--- config.mk ---
export PLATFORM = sky130hd
export DESIGN_NAME = hlk_line_lock
export DESIGN_NICKNAME = d
export VERILOG_FILES = /design/src/rtl/hlk_pkg.sv /design/src/rtl/hlk_ref_edge.sv /design/src/rtl/hlk_line_counter.sv /design/src/rtl/hlk_pfd.sv /design/src/rtl/hlk_sync_delay.sv /design/src/rtl/hlk_line_lock.sv
export SDC_FILE = /design/constraint.sdc
export NUM_CORES = 1
export LEC_CHECK = 0
export ABC_AREA = 1
export ABC_CLOCK_PERIOD_IN_PS = 7150
export BUFFER_PORTS_ARGS = -buffer_cell sky130_fd_sc_hd__buf_2
export CAP_MARGIN = 20
export CORE_MARGIN = 5
export CORE_UTILIZATION = 45
export CTS_BUF_LIST = sky130_fd_sc_hd__clkbuf_2
export DETAILED_ROUTE_END_ITERATION = 12
export HOLD_SLACK_MARGIN = 0.06
export PLACE_DENSITY_LB_ADDON = 0.2
export REMOVE_ABC_BUFFERS = 1
export SETUP_SLACK_MARGIN = 0.1
export SLEW_MARGIN = 20
export SYNTH_ARGS = -nofsm -noshare
export SYNTH_HDL_FRONTEND = slang
export SYNTH_SLANG_ARGS = --single-unit
--- constraint.sdc ---
create_clock -name clk -period 7.15 [get_ports clk]
set_input_delay 1.43 -clock clk [delete_from_list [all_inputs] [get_ports clk]]
set_output_delay 1.43 -clock clk [all_outputs]
set_load 0.1 [all_outputs]
--- src/rtl/hlk_pkg.sv ---
package hlk_pkg;
  localparam int unsigned HLK_CNT_W   = 12;
  localparam int unsigned HLK_CNT_MIN = 100;
  localparam int unsigned HLK_DLY_W   = 2;
  localparam int unsigned HLK_META    = 2;

  typedef struct packed {
    logic up;
    logic dn;
  } pump_t;
endpackage

--- src/rtl/hlk_ref_edge.sv ---
module hlk_ref_edge #(
  parameter int unsigned META = hlk_pkg::HLK_META
) (
  input  logic clk,
  input  logic rst_n,
  input  logic sync_raw,
  input  logic invert,
  output logic ref_edge
);
  logic [META-1:0] sh_q;
  logic            last_q;

  generate
    if (META == 1) begin : g_single
      always_ff @(posedge clk or negedge rst_n) begin
        if (!rst_n) sh_q <= '0;
        else        sh_q <= sync_raw ^ invert;
      end
    end else begin : g_chain
      always_ff @(posedge clk or negedge rst_n) begin
        if (!rst_n) sh_q <= '0;
        else        sh_q <= {sh_q[META-2:0], sync_raw ^ invert};
      end
    end
  endgenerate

  always_ff @(posedge clk or negedge rst_n) begin
    if (!rst_n) last_q <= 1'b0;
    else        last_q <= sh_q[META-1];
  end

  assign ref_edge = sh_q[META-1] & ~last_q;


  ref_single_chk: assert property (@(posedge clk) disable iff (!rst_n)
    ref_edge |=> !ref_edge);
endmodule

--- src/rtl/hlk_line_counter.sv ---
module hlk_line_counter #(
  parameter int unsigned CNT_W   = hlk_pkg::HLK_CNT_W,
  parameter int unsigned CNT_MIN = hlk_pkg::HLK_CNT_MIN
) (
  input  logic             clk,
  input  logic             rst_n,
  input  logic [CNT_W-1:0] div_val,
  input  logic             cnt_off,
  output logic             cmp_pulse
);
  localparam logic [CNT_W-1:0] MIN_V = CNT_W'(CNT_MIN);

  logic [CNT_W-1:0] eff;
  logic [CNT_W-1:0] term;
  logic [CNT_W-1:0] count_q;
  logic             at_term;

  always_comb begin
    eff  = (div_val < MIN_V) ? MIN_V : div_val;
    term = eff - 1'b1;
  end

  assign at_term = (count_q >= term);

  always_ff @(posedge clk or negedge rst_n) begin
    if (!rst_n)       count_q <= '0;
    else if (cnt_off) count_q <= '0;
    else if (at_term) count_q <= '0;
    else              count_q <= count_q + 1'b1;
  end

  assign cmp_pulse = at_term & ~cnt_off;


  off_zero_chk: assert property (@(posedge clk) disable iff (!rst_n)
    cnt_off |=> (count_q == '0));

  pulse_single_chk: assert property (@(posedge clk) disable iff (!rst_n)
    cmp_pulse |=> !cmp_pulse);

  pulse_wrap_chk: assert property (@(posedge clk) disable iff (!rst_n)
    cmp_pulse |=> (count_q == '0));
endmodule

--- src/rtl/hlk_pfd.sv ---
module hlk_pfd
  import hlk_pkg::*;
(
  input  logic  clk,
  input  logic  rst_n,
  input  logic  ref_edge,
  input  logic  fb_edge,
  input  logic  hold,
  output pump_t pump
);
  pump_t pump_q;
  pump_t pump_d;

  always_comb begin
    pump_d.up = pump_q.up | ref_edge;
    pump_d.dn = pump_q.dn | fb_edge;
    if (hold || (pump_d.up && pump_d.dn)) begin
      pump_d.up = 1'b0;
      pump_d.dn = 1'b0;
    end
  end

  always_ff @(posedge clk or negedge rst_n) begin
    if (!rst_n) pump_q <= '0;
    else        pump_q <= pump_d;
  end

  assign pump = pump_q;


  pump_excl_chk: assert property (@(posedge clk) disable iff (!rst_n)
    !(pump_q.up && pump_q.dn));

  hold_quiet_chk: assert property (@(posedge clk) disable iff (!rst_n)
    hold |=> (!pump_q.up && !pump_q.dn));

  coincide_chk: assert property (@(posedge clk) disable iff (!rst_n)
    (ref_edge && fb_edge && !pump_q.up && !pump_q.dn) |=> (!pump_q.up && !pump_q.dn));

  up_keep_chk: assert property (@(posedge clk) disable iff (!rst_n)
    (pump_q.up && !fb_edge && !hold) |=> pump_q.up);

  dn_keep_chk: assert property (@(posedge clk) disable iff (!rst_n)
    (pump_q.dn && !ref_edge && !hold) |=> pump_q.dn);
endmodule

--- src/rtl/hlk_sync_delay.sv ---
module hlk_sync_delay #(
  parameter int unsigned DLY_W = hlk_pkg::HLK_DLY_W
) (
  input  logic             clk,
  input  logic             rst_n,
  input  logic             pulse_in,
  input  logic [DLY_W-1:0] dly_sel,
  output logic             sync_out
);
  localparam int unsigned DEPTH = (1 << DLY_W) - 1;

  logic [DEPTH:0] stage;

  always_ff @(posedge clk or negedge rst_n) begin
    if (!rst_n) stage[DEPTH:1] <= '0;
    else        stage[DEPTH:1] <= stage[DEPTH-1:0];
  end

  assign stage[0] = pulse_in;
  assign sync_out = stage[dly_sel];


  one_clock_dly_chk: assert property (@(posedge clk) disable iff (!rst_n)
    ($stable(dly_sel) && dly_sel == DLY_W'(1)) |-> (sync_out == $past(pulse_in)));
endmodule

--- src/rtl/hlk_line_lock.sv ---
module hlk_line_lock
  import hlk_pkg::*;
#(
  parameter int unsigned CNT_W       = HLK_CNT_W,
  parameter int unsigned CNT_MIN     = HLK_CNT_MIN,
  parameter int unsigned DLY_W       = HLK_DLY_W,
  parameter int unsigned META_STAGES = HLK_META
) (
  input  logic             clk,
  input  logic             rst_n,
  input  logic [CNT_W-1:0] div_val,
  input  logic             cnt_off,
  input  logic             sync_in,
  input  logic             sync_invert,
  input  logic             hold,
  input  logic [DLY_W-1:0] dly_sel,
  output logic             cmp_pulse,
  output logic             pump_up,
  output logic             pump_dn,
  output logic             sync_out,
  output logic             sync_out_n
);
  logic  ref_edge;
  logic  fb_edge;
  pump_t pump;

  hlk_ref_edge #(.META(META_STAGES)) u_ref (
    .clk      (clk),
    .rst_n    (rst_n),
    .sync_raw (sync_in),
    .invert   (sync_invert),
    .ref_edge (ref_edge)
  );

  hlk_line_counter #(.CNT_W(CNT_W), .CNT_MIN(CNT_MIN)) u_cnt (
    .clk       (clk),
    .rst_n     (rst_n),
    .div_val   (div_val),
    .cnt_off   (cnt_off),
    .cmp_pulse (fb_edge)
  );

  hlk_pfd u_pfd (
    .clk      (clk),
    .rst_n    (rst_n),
    .ref_edge (ref_edge),
    .fb_edge  (fb_edge),
    .hold     (hold),
    .pump     (pump)
  );

  hlk_sync_delay #(.DLY_W(DLY_W)) u_dly (
    .clk      (clk),
    .rst_n    (rst_n),
    .pulse_in (fb_edge),
    .dly_sel  (dly_sel),
    .sync_out (sync_out)
  );

  assign cmp_pulse  = fb_edge;
  assign pump_up    = pump.up;
  assign pump_dn    = pump.dn;
  assign sync_out_n = ~sync_out;
endmodule

* Yosys cells after proc, flatten, opt, wreduce, memory -nomap -nowiden
Index checks and enable logic that the tools add are counted.
Operators by class: add/subtract/negate cells 2, order comparisons 3, mux-type cells 6, bitwise operators 8, reductions and logical operators 2
Operators by type and width (number):
- 12-bit two-way mux | 3
- 12-bit by 1-bit adder with 12-bit output (second input constant) | 1
- 12-bit greater-or-equal comparator | 1
- 12-bit by 7-bit less-than comparator with 1-bit output (second input constant) | 1
- 12-bit by 1-bit subtractor with 12-bit output (second input constant) | 1
- 2-bit by 3-bit less-than comparator with 1-bit output (second input constant) | 1
- 1-bit inverter | 3
- 1-bit AND | 2
- 1-bit binary-select mux with 2-bit select | 1
- 2-bit two-way mux | 1
- 1-bit OR | 2
- 1-bit logical AND | 1
- 1-bit logical OR | 1
- 1-bit two-way mux | 1
- 1-bit XOR | 1
Word-level totals: flip-flop bits (word level) 20, bits of input ports 20, output and inout port bits 5, word-level logic and storage cells 27

* Logic depth before layout (Yosys ltp)
Gate-level depths: netlist of the first run.
depth after elaboration 9, gate-level depth with buffers 24, gate-level depth less buffers 23

* Cells and area by module
Synthesis of the first run repeated with hierarchy kept, for this count alone.
Second synthesis, totals: cell total of the unflattened synthesis 219, area total of the unflattened synthesis 1595.3 um2
By module, submodules not included:
- hlk_line_counter | instances 1, cells an instance 177, area each 1262.5 um2, seq. area each 300.3 um2
- hlk_sync_delay | instances 1, cells an instance 16, area each 126.4 um2, seq. area each 75.1 um2
- hlk_pfd | instances 1, cells an instance 15, area each 101.3 um2, seq. area each 50.0 um2
- hlk_ref_edge | instances 1, cells an instance 10, area each 101.3 um2, seq. area each 75.1 um2
- hlk_line_lock | instances 1, cells an instance 1, area each 3.8 um2, seq. area each 0.0 um2

* Worst setup path after synthesis of the first run
OpenSTA, ideal clock, no wires.
path type input to output, start input div_val[10], end output sync_out, data arrival time 4.861 ns, data required time 5.720 ns, path slack 0.859 ns, stages 21, buffers on the path 1, cells stage by stage nor2_2 > nand2_1 > nor2_1 > nand2_1 > buf_6 > nand2_1 > ha_1 > nand2_1 > nor2_1 > nand4_1 > nor2_1 > xnor2_1 > ha_1 > nand2_1 > nor2_1 > nand2_1 > nor2_1 > nand2_1 > nand2_1 > nand3_1 > a21boi_1
On the way: word-level cells in the longest chain between the ends 7
Ends and longest elaborated chain:
- from (decl) | RTL line hlk_line_lock.sv:11 | input logic [CNT_W-1:0] div_val,
- 12-bit by 7-bit less-than comparator with 1-bit output | RTL line hlk_line_counter.sv:19 | eff = (div_val < MIN_V) ? MIN_V : div_val;
- 12-bit two-way mux (*) | RTL line hlk_line_counter.sv:19
- 12-bit by 1-bit subtractor with 12-bit output (*) | RTL line hlk_line_counter.sv:20 | term = eff - 1'b1;
- 12-bit greater-or-equal comparator (*) | RTL line hlk_line_counter.sv:23 | assign at_term = (count_q >= term);
- 1-bit AND (*) | RTL line hlk_line_counter.sv:32 | assign cmp_pulse = at_term & ~cnt_off;
- 1-bit binary-select mux with 2-bit select (*) | RTL line hlk_sync_delay.sv:20 | assign sync_out = stage[dly_sel];
- 1-bit two-way mux (not written as such) (*) | RTL line hlk_sync_delay.sv:20
- to (decl) | RTL line hlk_line_lock.sv:20 | output logic sync_out,
Every way passes the cells marked *; elsewhere a longest branch is shown, timed or not. The select of a mux whose other input is x is not followed.

* Worst setup path after layout of the first run
Same ends and word-level chain as after synthesis.

==> tab_implementation.tex, run 1 <==
\begin{tabular}{lr}
\hline
Metric & Value \\
\hline
\multicolumn{2}{l}{\textbf{Logic synthesis}} \\
Synthesized instance count & 195 \\
Count of cell types in the netlist & 22 \\
Leading area contributor after synthesis & dfrtp\_1 \\
Synthesized area per cell & 7.366 um\^{}2 \\
Top post-synthesis cells by count & 52 x nand2\_1, 25 x inv\_1, 21 x nor2\_1, 20 x dfrtp\_1, 15 x nand3\_1 \\
Post-Synthesis Cell Area & 1436 um\^{}2 \\
Synthesis Warnings & 0 \\
Area fraction of the dominant cell type after synthesis & 34.84\% \\
Ys async rst share & 100.0\% \\
Number of synthesized register bits & 20 \\
Dominant cell by count in the synthesized netlist & nand2\_1 \\
Main flop type after synthesis & dfrtp\_1 \\
Post-synth EDFFs & 0 \\
Register area share after synthesis & 34.84\% \\
Dominant cells by area after synthesis & dfrtp\_1 35\%, nand2\_1 14\%, ha\_1 12\% \\
\multicolumn{2}{l}{\textbf{Setup path}} \\
Worst setup EP type & primary output \\
Worst Path Required & 5.72 ns \\
Startpoint types & primary input \\
Type of the worst setup path & primary input to primary output \\
Critical path arrival & 4.49 ns \\
Worst-path maximum fanout & 11 \\
R2R cell count & 6 \\
\multicolumn{2}{l}{\textbf{Clock network}} \\
H-Tree Level Count & 1 \\
Clk Tree Root Cell & clkbuf\_2 \\
Post-CTS repair timing setup buffer count & 0 \\
Clk sink count & 20 \\
Buffer depth of the longest clock path & 2 \\
Clock latency on the worst-skew pair & 0.31 ns \\
Number of buffers inserted for hold repair after clock tree synthesis & 0 \\
CTS tree & built \\
Total CTS buffers & 3 \\
Total of cells resized after clock tree synthesis & 0 \\
Clk pin slew, worst setup/hold paths & 0.18 ns \\
\multicolumn{2}{l}{\textbf{Timing}} \\
Aggregate negative setup slack & 0 ns \\
Unrepaired setup endpoints after global routing & no \\
Count of endpoints failing setup in the final report & 0 \\
WHS & 0.3727 ns \\
Final Hold Fails & 0 \\
Post-layout worst setup margin & 1.234 ns \\
Final worst path period need & 5.916 ns \\
Actual transition at the worst max-transition pin & 0.4852 ns \\
Clock tree skew after final layout & 0.006410 ns \\
Number of pins with negative max-slew slack in the final report & 0 \\
Top achievable clock speed & 169.0 MHz \\
Worst slew margin relative to its limit & 67.56\% \\
Final period utilization & 82.74\% \\
\multicolumn{2}{l}{\textbf{Cells and area}} \\
P\&R area growth vs syn & 12.37\% \\
Layout fillers & 322 \\
FF+latch area & 500.5 um\^{}2 \\
Final std cells w/o fill & 265 \\
Util after Layout & 52.87\% \\
Multi-input logic area & 807.0 um\^{}2 \\
Share of post-route cells with drive strength above 1 & 18.10\% \\
Nets@finish & 256 \\
Layout Cell Area excl Fill & 1614 um\^{}2 \\
Antenna diode count & 0 \\
\multicolumn{2}{l}{\textbf{Floorplan}} \\
DIE WIDTH & 66.50 um \\
Standard-cell row count & 20 \\
Initial standard-cell utilization of the core & 47.05\% \\
Die area & 4422 um\^{}2 \\
Die span in y & 66.50 um \\
IO Pins & 25 \\
Core area & 3053 um\^{}2 \\
\multicolumn{2}{l}{\textbf{Drt}} \\
Routed wirelength normalized by instance count & 9.460 um \\
Final wirelength & 2507 um \\
DRT Pass-1 Iters & 4 \\
Count of unresolved DRC violations after routing & 0 \\
Via density & 4.592 \\
DRC marker count from the first detailed-route iteration & 28 \\
Via count & 1217 \\
Post-route antenna net violation count & 0 \\
\multicolumn{2}{l}{\textbf{GRT}} \\
Largest net degree at the start of global routing & 21 \\
Overflow left after global routing & 0 \\
Number of global-route vias before repair & 1151 \\
Most Used Layer, Global Route & met2 \\
First-pass GRT wire length & 4664 um \\
All-layer global routing usage & 13.51\% \\
Met2 Usage GRT & 22.43\% \\
Global routing usage on met3 & 4.216\% \\
Antenna violations before repair & 0 \\
Met1 usage & 17.40\% \\
\multicolumn{2}{l}{\textbf{Power and ir drop}} \\
Post-route total power & 212.8 uW \\
Leak pwr & 0.9048 nW \\
Total power density per cell area & 131.8 nW/um\^{}2 \\
Peak ir drop on the vdd network & 87.96 uV \\
\multicolumn{2}{l}{\textbf{Placed design}} \\
Estimated wirelength of the detail-placed design & 2104 um \\
Port Buf Inserts & 24 \\
Routability cong. & 0.8038 \\
Placed instance count & 261 \\
Post-DP Area & 1595 um\^{}2 \\
Worst setup timing slack at the placement stage & 1.207 ns \\
\multicolumn{2}{l}{\textbf{Hold path}} \\
Hold Path Class & flop to flop \\
Number of stages on the worst hold path & 0 \\
\multicolumn{2}{l}{\textbf{Run}} \\
Maximum Capacitance Violations & 0 \\
\multicolumn{2}{l}{\textbf{Status}} \\
Outcome & complete, no violations \\
\hline
\end{tabular}
## critical path, stage by stage
cell and delay (ns):
buf_2 0.12, nor2_2 0.12, nand2_1 0.06, nor2_1 0.11, nand2_1 0.23, nand2_1 0.16, ha_1 0.21, nand2_1 0.07
nor2_1 0.15, nand4_1 0.17, nor2_1 0.16, xnor2_1 0.08, ha_1 0.26, nand2_1 0.05, nor2_1 0.13, nand2_1 0.08
nor2_1 0.09, nand2_1 0.08, nand2_1 0.09, nand3_1 0.08, a21boi_1 0.12, buf_2 0.43
## routing by layer
| metal | up-vias | wire (um) |
|---|---|---|
| met3 | 4 | 100 |
| li1 | 663 | - |
| met1 | 534 | 1190 |
| met2 | 16 | 1196 |
| met5 | - | 0 |
| met4 | 0 | 19 |
## layout make-up
cell class	instances	area share, %
clock buffers	3	0.9302
flip-flops and latches	20	31.01
repair buffers	24	7.442
well taps	44	3.411
inverters	30	6.977
clock inverters	1	0.2326
multi-input cells	143	50.00
## worst paths after layout
kind | startpoint | endpoint | slack (ns)
hold reg to reg | u_ref.sh_q[0] | u_ref.sh_q[1] | 0.37
max in group asynchronous | rst_n | u_dly.stage[1] | 5.82
setup reg to reg | u_cnt.count_q[5] | u_cnt.count_q[9] | 5.25
setup / recovery | div_val[10] | sync_out | 1.23
hold / removal | u_ref.sh_q[0] | u_ref.sh_q[1] | 0.37
min in group asynchronous | rst_n | u_pfd.pump[0] | 1.03
## report_power, final
part	leakage [nW]	switching (mW)	internal, mW
logic	0.622	0.0323	0.0167
registers	0.269	0.00217	0.117
clock network	0.0140	0.0326	0.0122
## state kept, by name, indices dropped and copies added (netlist names)
name / cells
u_cnt.count_q: 12
u_ref.last_q: 1
u_dly.stage: 3
u_ref.sh_q: 2
u_pfd.pump: 2
## logic make-up (layout without fill, tap and decap cells)
family	after synthesis	in the layout	share of synthesized area (%)
and+or+nand+nor	105	105	32.32
adders and majority gates	14	14	12.20
xor gates and xnor gates	12	12	7.317
buffers and inverters	32	58	8.971
DFF	20	20	34.84
AOI/OAI and AO/OA	12	12	4.355
## layout by cell type, fill, tap and decap left out, types with 2 or more instances in the layout
cell,count
ha_1,14
inv_1,25
clkinv_1,2
nor2_2,3
xnor2_1,4
nand3_1,15
nand2_1,52
buf_2,24
nor3_1,3
inv_2,4
xor2_1,8
nand2_2,3
clkbuf_2,3
dfrtp_1,20
nor2_4,2
nor3b_1,2
nand4_1,3
a21oi_1,8
o21ai_1,3
nor2_1,21
(Power assumes the default switching activity.)
==> run 2, diff against run 1 <==
- ABC_CLOCK_PERIOD_IN_PS: 7150 -> 5500
- clock period: 7.15 -> 5.5 ns (I/O delays scaled with it)
==> tab_implementation.tex, run 2 (synthesis results as in run 1) <==
\begin{tabular}{lr}
\hline
Metric & Value \\
\hline
\multicolumn{2}{l}{\textbf{Power and ir drop}} \\
Combinational fraction of design power & 22.9\% (was 23.0\%) \\
Power Internal & 189.6 uW (was 145.7 uW) \\
Clk network pwr share & 21.5\% (was 21.0\%) \\
Post-route total power & 278.3 uW (was 212.8 uW) \\
Total power density per cell area & 171.6 nW/um\^{}2 (was 131.8 nW/um\^{}2) \\
Sequential share of power & 55.6\% (was 55.9\%) \\
Net Sw Frac & 31.88\% (was 31.52\%) \\
Switching Power & 88.71 uW (was 67.08 uW) \\
Leak pwr & 0.9090 nW (was 0.9048 nW) \\
Peak ir drop on the vdd network & 126.0 uV (was 87.96 uV) \\
\multicolumn{2}{l}{\textbf{Placed design}} \\
Post-DP Area & 1603 um\^{}2 (was 1595 um\^{}2) \\
Estimated wirelength of the detail-placed design & 2130 um (was 2104 um) \\
Placed instance count & 262 (was 261) \\
Worst setup timing slack at the placement stage & 0.4751 ns (was 1.207 ns) \\
Routability cong. & 0.7987 (was 0.8038) \\
Port Buf Inserts & 24 (unchanged) \\
\multicolumn{2}{l}{\textbf{Setup path}} \\
Startpoint types & primary input (unchanged) \\
Critical path arrival & 3.89 ns (was 4.49 ns) \\
Reg-to-reg endpoint & u\_cnt.count\_q[6] (was u\_cnt.count\_q[9]) \\
Worst-path maximum fanout & 3 (was 11) \\
Worst Path Required & 4.40 ns (was 5.72 ns) \\
Worst reg2reg path startpoint & u\_cnt.count\_q[5] (unchanged) \\
R2R cell count & 6 (unchanged) \\
Worst-case register-to-register setup slack & 3.60 ns (was 5.25 ns) \\
Worst setup EP type & primary output (unchanged) \\
First element of the critical path & div\_val[10] (unchanged) \\
Setup crit end & sync\_out (unchanged) \\
Type of the worst setup path & primary input to primary output (unchanged) \\
\multicolumn{2}{l}{\textbf{Timing}} \\
Unrepaired setup endpoints after global routing & no (unchanged) \\
WHS & 0.3736 ns (was 0.3727 ns) \\
Clock tree skew after final layout & 0.004680 ns (was 0.006410 ns) \\
Final Hold Fails & 0 (unchanged) \\
Actual transition at the worst max-transition pin & 0.4847 ns (was 0.4852 ns) \\
Final worst path period need & 4.993 ns \\
Aggregate negative setup slack & 0 ns (unchanged) \\
Top achievable clock speed & 200.3 MHz \\
Count of endpoints failing setup in the final report & 0 (unchanged) \\
Post-layout worst setup margin & 0.5066 ns (was 1.234 ns) \\
Number of pins with negative max-slew slack in the final report & 0 (unchanged) \\
Final period utilization & 90.79\% \\
Worst slew margin relative to its limit & 67.60\% (was 67.56\%) \\
\multicolumn{2}{l}{\textbf{Clock network}} \\
Buffer depth of the longest clock path & 2 (unchanged) \\
Clock latency on the worst-skew pair & 0.31 ns (about the same) \\
Clk Tree Root Cell & clkbuf\_2 (unchanged) \\
Number of buffers inserted for hold repair after clock tree synthesis & 0 (unchanged) \\
Clk sink count & 20 (unchanged) \\
Post-CTS repair timing setup buffer count & 0 (unchanged) \\
Clk pin slew, worst setup/hold paths & 0.18 ns (about the same) \\
Total CTS buffers & 3 (unchanged) \\
Total of cells resized after clock tree synthesis & 0 (unchanged) \\
H-Tree Level Count & 1 (unchanged) \\
CTS tree & built (unchanged) \\
\multicolumn{2}{l}{\textbf{Cells and area}} \\
Biggest register & u\_cnt.count\_q (unchanged) \\
Layout fillers & 309 (was 322) \\
Max reg flops & 12 (unchanged) \\
Nets@finish & 257 (was 256) \\
Util after Layout & 53.11\% (was 52.87\%) \\
Commonest non-fill, non-tap cell in the layout & nand2\_1 (unchanged) \\
Antenna diode count & 0 (unchanged) \\
Layout Cell Area excl Fill & 1622 um\^{}2 (was 1614 um\^{}2) \\
Largest regs & u\_cnt.count\_q x12, u\_dly.stage x3 (unchanged) \\
P\&R area growth vs syn & 12.89\% (was 12.37\%) \\
Multi-input logic area & 807.0 um\^{}2 (unchanged) \\
Top library cells by usage in the layout, fill and taps aside & 52 x nand2\_1, 25 x inv\_1, 24 x buf\_2 (unchanged) \\
Share of post-route cells with drive strength above 1 & 18.47\% (was 18.10\%) \\
FF+latch area & 500.5 um\^{}2 (unchanged) \\
Final std cells w/o fill & 266 (was 265) \\
\multicolumn{2}{l}{\textbf{Floorplan}} \\
Core area & 3053 um\^{}2 (unchanged) \\
DIE WIDTH & 66.50 um (unchanged) \\
Die span in y & 66.50 um (unchanged) \\
Initial standard-cell utilization of the core & 47.05\% (unchanged) \\
IO Pins & 25 (unchanged) \\
Die area & 4422 um\^{}2 (unchanged) \\
Standard-cell row count & 20 (unchanged) \\
\multicolumn{2}{l}{\textbf{GRT}} \\
All-layer global routing usage & 14.09\% (was 13.51\%) \\
Number of global-route vias before repair & 1184 (was 1151) \\
Largest net degree at the start of global routing & 21 (unchanged) \\
First-pass GRT wire length & 4892 um (was 4664 um) \\
Antenna violations before repair & 0 (unchanged) \\
Overflow left after global routing & 0 (unchanged) \\
\multicolumn{2}{l}{\textbf{Drt}} \\
Post-route antenna net violation count & 0 (unchanged) \\
Final wirelength & 2544 um (was 2507 um) \\
Routed wirelength normalized by instance count & 9.564 um (was 9.460 um) \\
Via density & 4.500 (was 4.592) \\
Via count & 1197 (was 1217) \\
Count of unresolved DRC violations after routing & 0 (unchanged) \\
DRC marker count from the first detailed-route iteration & 33 (was 28) \\
DRT Pass-1 Iters & 4 (unchanged) \\
\multicolumn{2}{l}{\textbf{Hold path}} \\
Hold Path Class & flop to flop (unchanged) \\
\multicolumn{2}{l}{\textbf{Run}} \\
Maximum Capacitance Violations & 0 (unchanged) \\
\multicolumn{2}{l}{\textbf{Status}} \\
Outcome & complete, no violations (unchanged) \\
\hline
\end{tabular}
-- run 2: worst min path at each step --
stage / from / depth (start not counted) / to / slack [ns]
finish: u_ref.sh_q[0] / 0 / u_ref.sh_q[1] / 0.37
global route: u_ref.sh_q[0] / 0 / u_ref.sh_q[1] / 0.39
CTS: u_ref.sh_q[0] / 0 / u_ref.sh_q[1] / 0.38
detailed placement: u_ref.sh_q[0] / 0 / u_ref.sh_q[1] / 0.34
global placement: u_ref.sh_q[0] / 0 / u_ref.sh_q[1] / 0.33
floorplan: u_ref.sh_q[0] / 0 / u_ref.sh_q[1] / 0.33
-- run 2: critical path: stages --
cell and delay (ns):
buf_2 0.12, nor2_2 0.11, nand2_1 0.06, nor2_1 0.10
nand2_1 0.10, nand2_1 0.09, ha_1 0.20, nand2_1 0.06
nor2_1 0.16, nand4_1 0.17, nor2_1 0.14, xnor2_1 0.08
ha_1 0.27, nand2_1 0.06, nor2_1 0.13, nand2_1 0.08
nor2_1 0.08, nand2_1 0.08, nand2_1 0.08, nand3_1 0.09
a21boi_1 0.12, buf_2 0.43
-- run 2: final cells by class --
class / count / area share [%]
clock buffers: 3 / 0.9259
clock inverters: 1 / 0.2315
inverters: 30 / 6.944
multi-input cells: 143 / 49.77
flip-flops and latches: 20 / 30.86
well taps: 44 / 3.395
repair buffers: 25 / 7.870
-- run 2: power by group through the flow --
stage | registers (mW) | clock network (mW) | logic [mW]
CTS | 0.155 | 0.0630 | 0.0651
finish | 0.155 | 0.0598 | 0.0638
floorplan | 0.163 | 0 | 0.0399
detailed placement | 0.158 | 0 | 0.0648
global placement | 0.158 | 0 | 0.0647
global route | 0.156 | 0.0695 | 0.0743
-- run 2: layer usage --
layer / share of wire (%) / global-route usage [%]
met2: 49 / 24.29
met4: 0 / 1.523
met1: 48 / 17.95
met3: 3.1 / 4.047
met5: 0 / 0
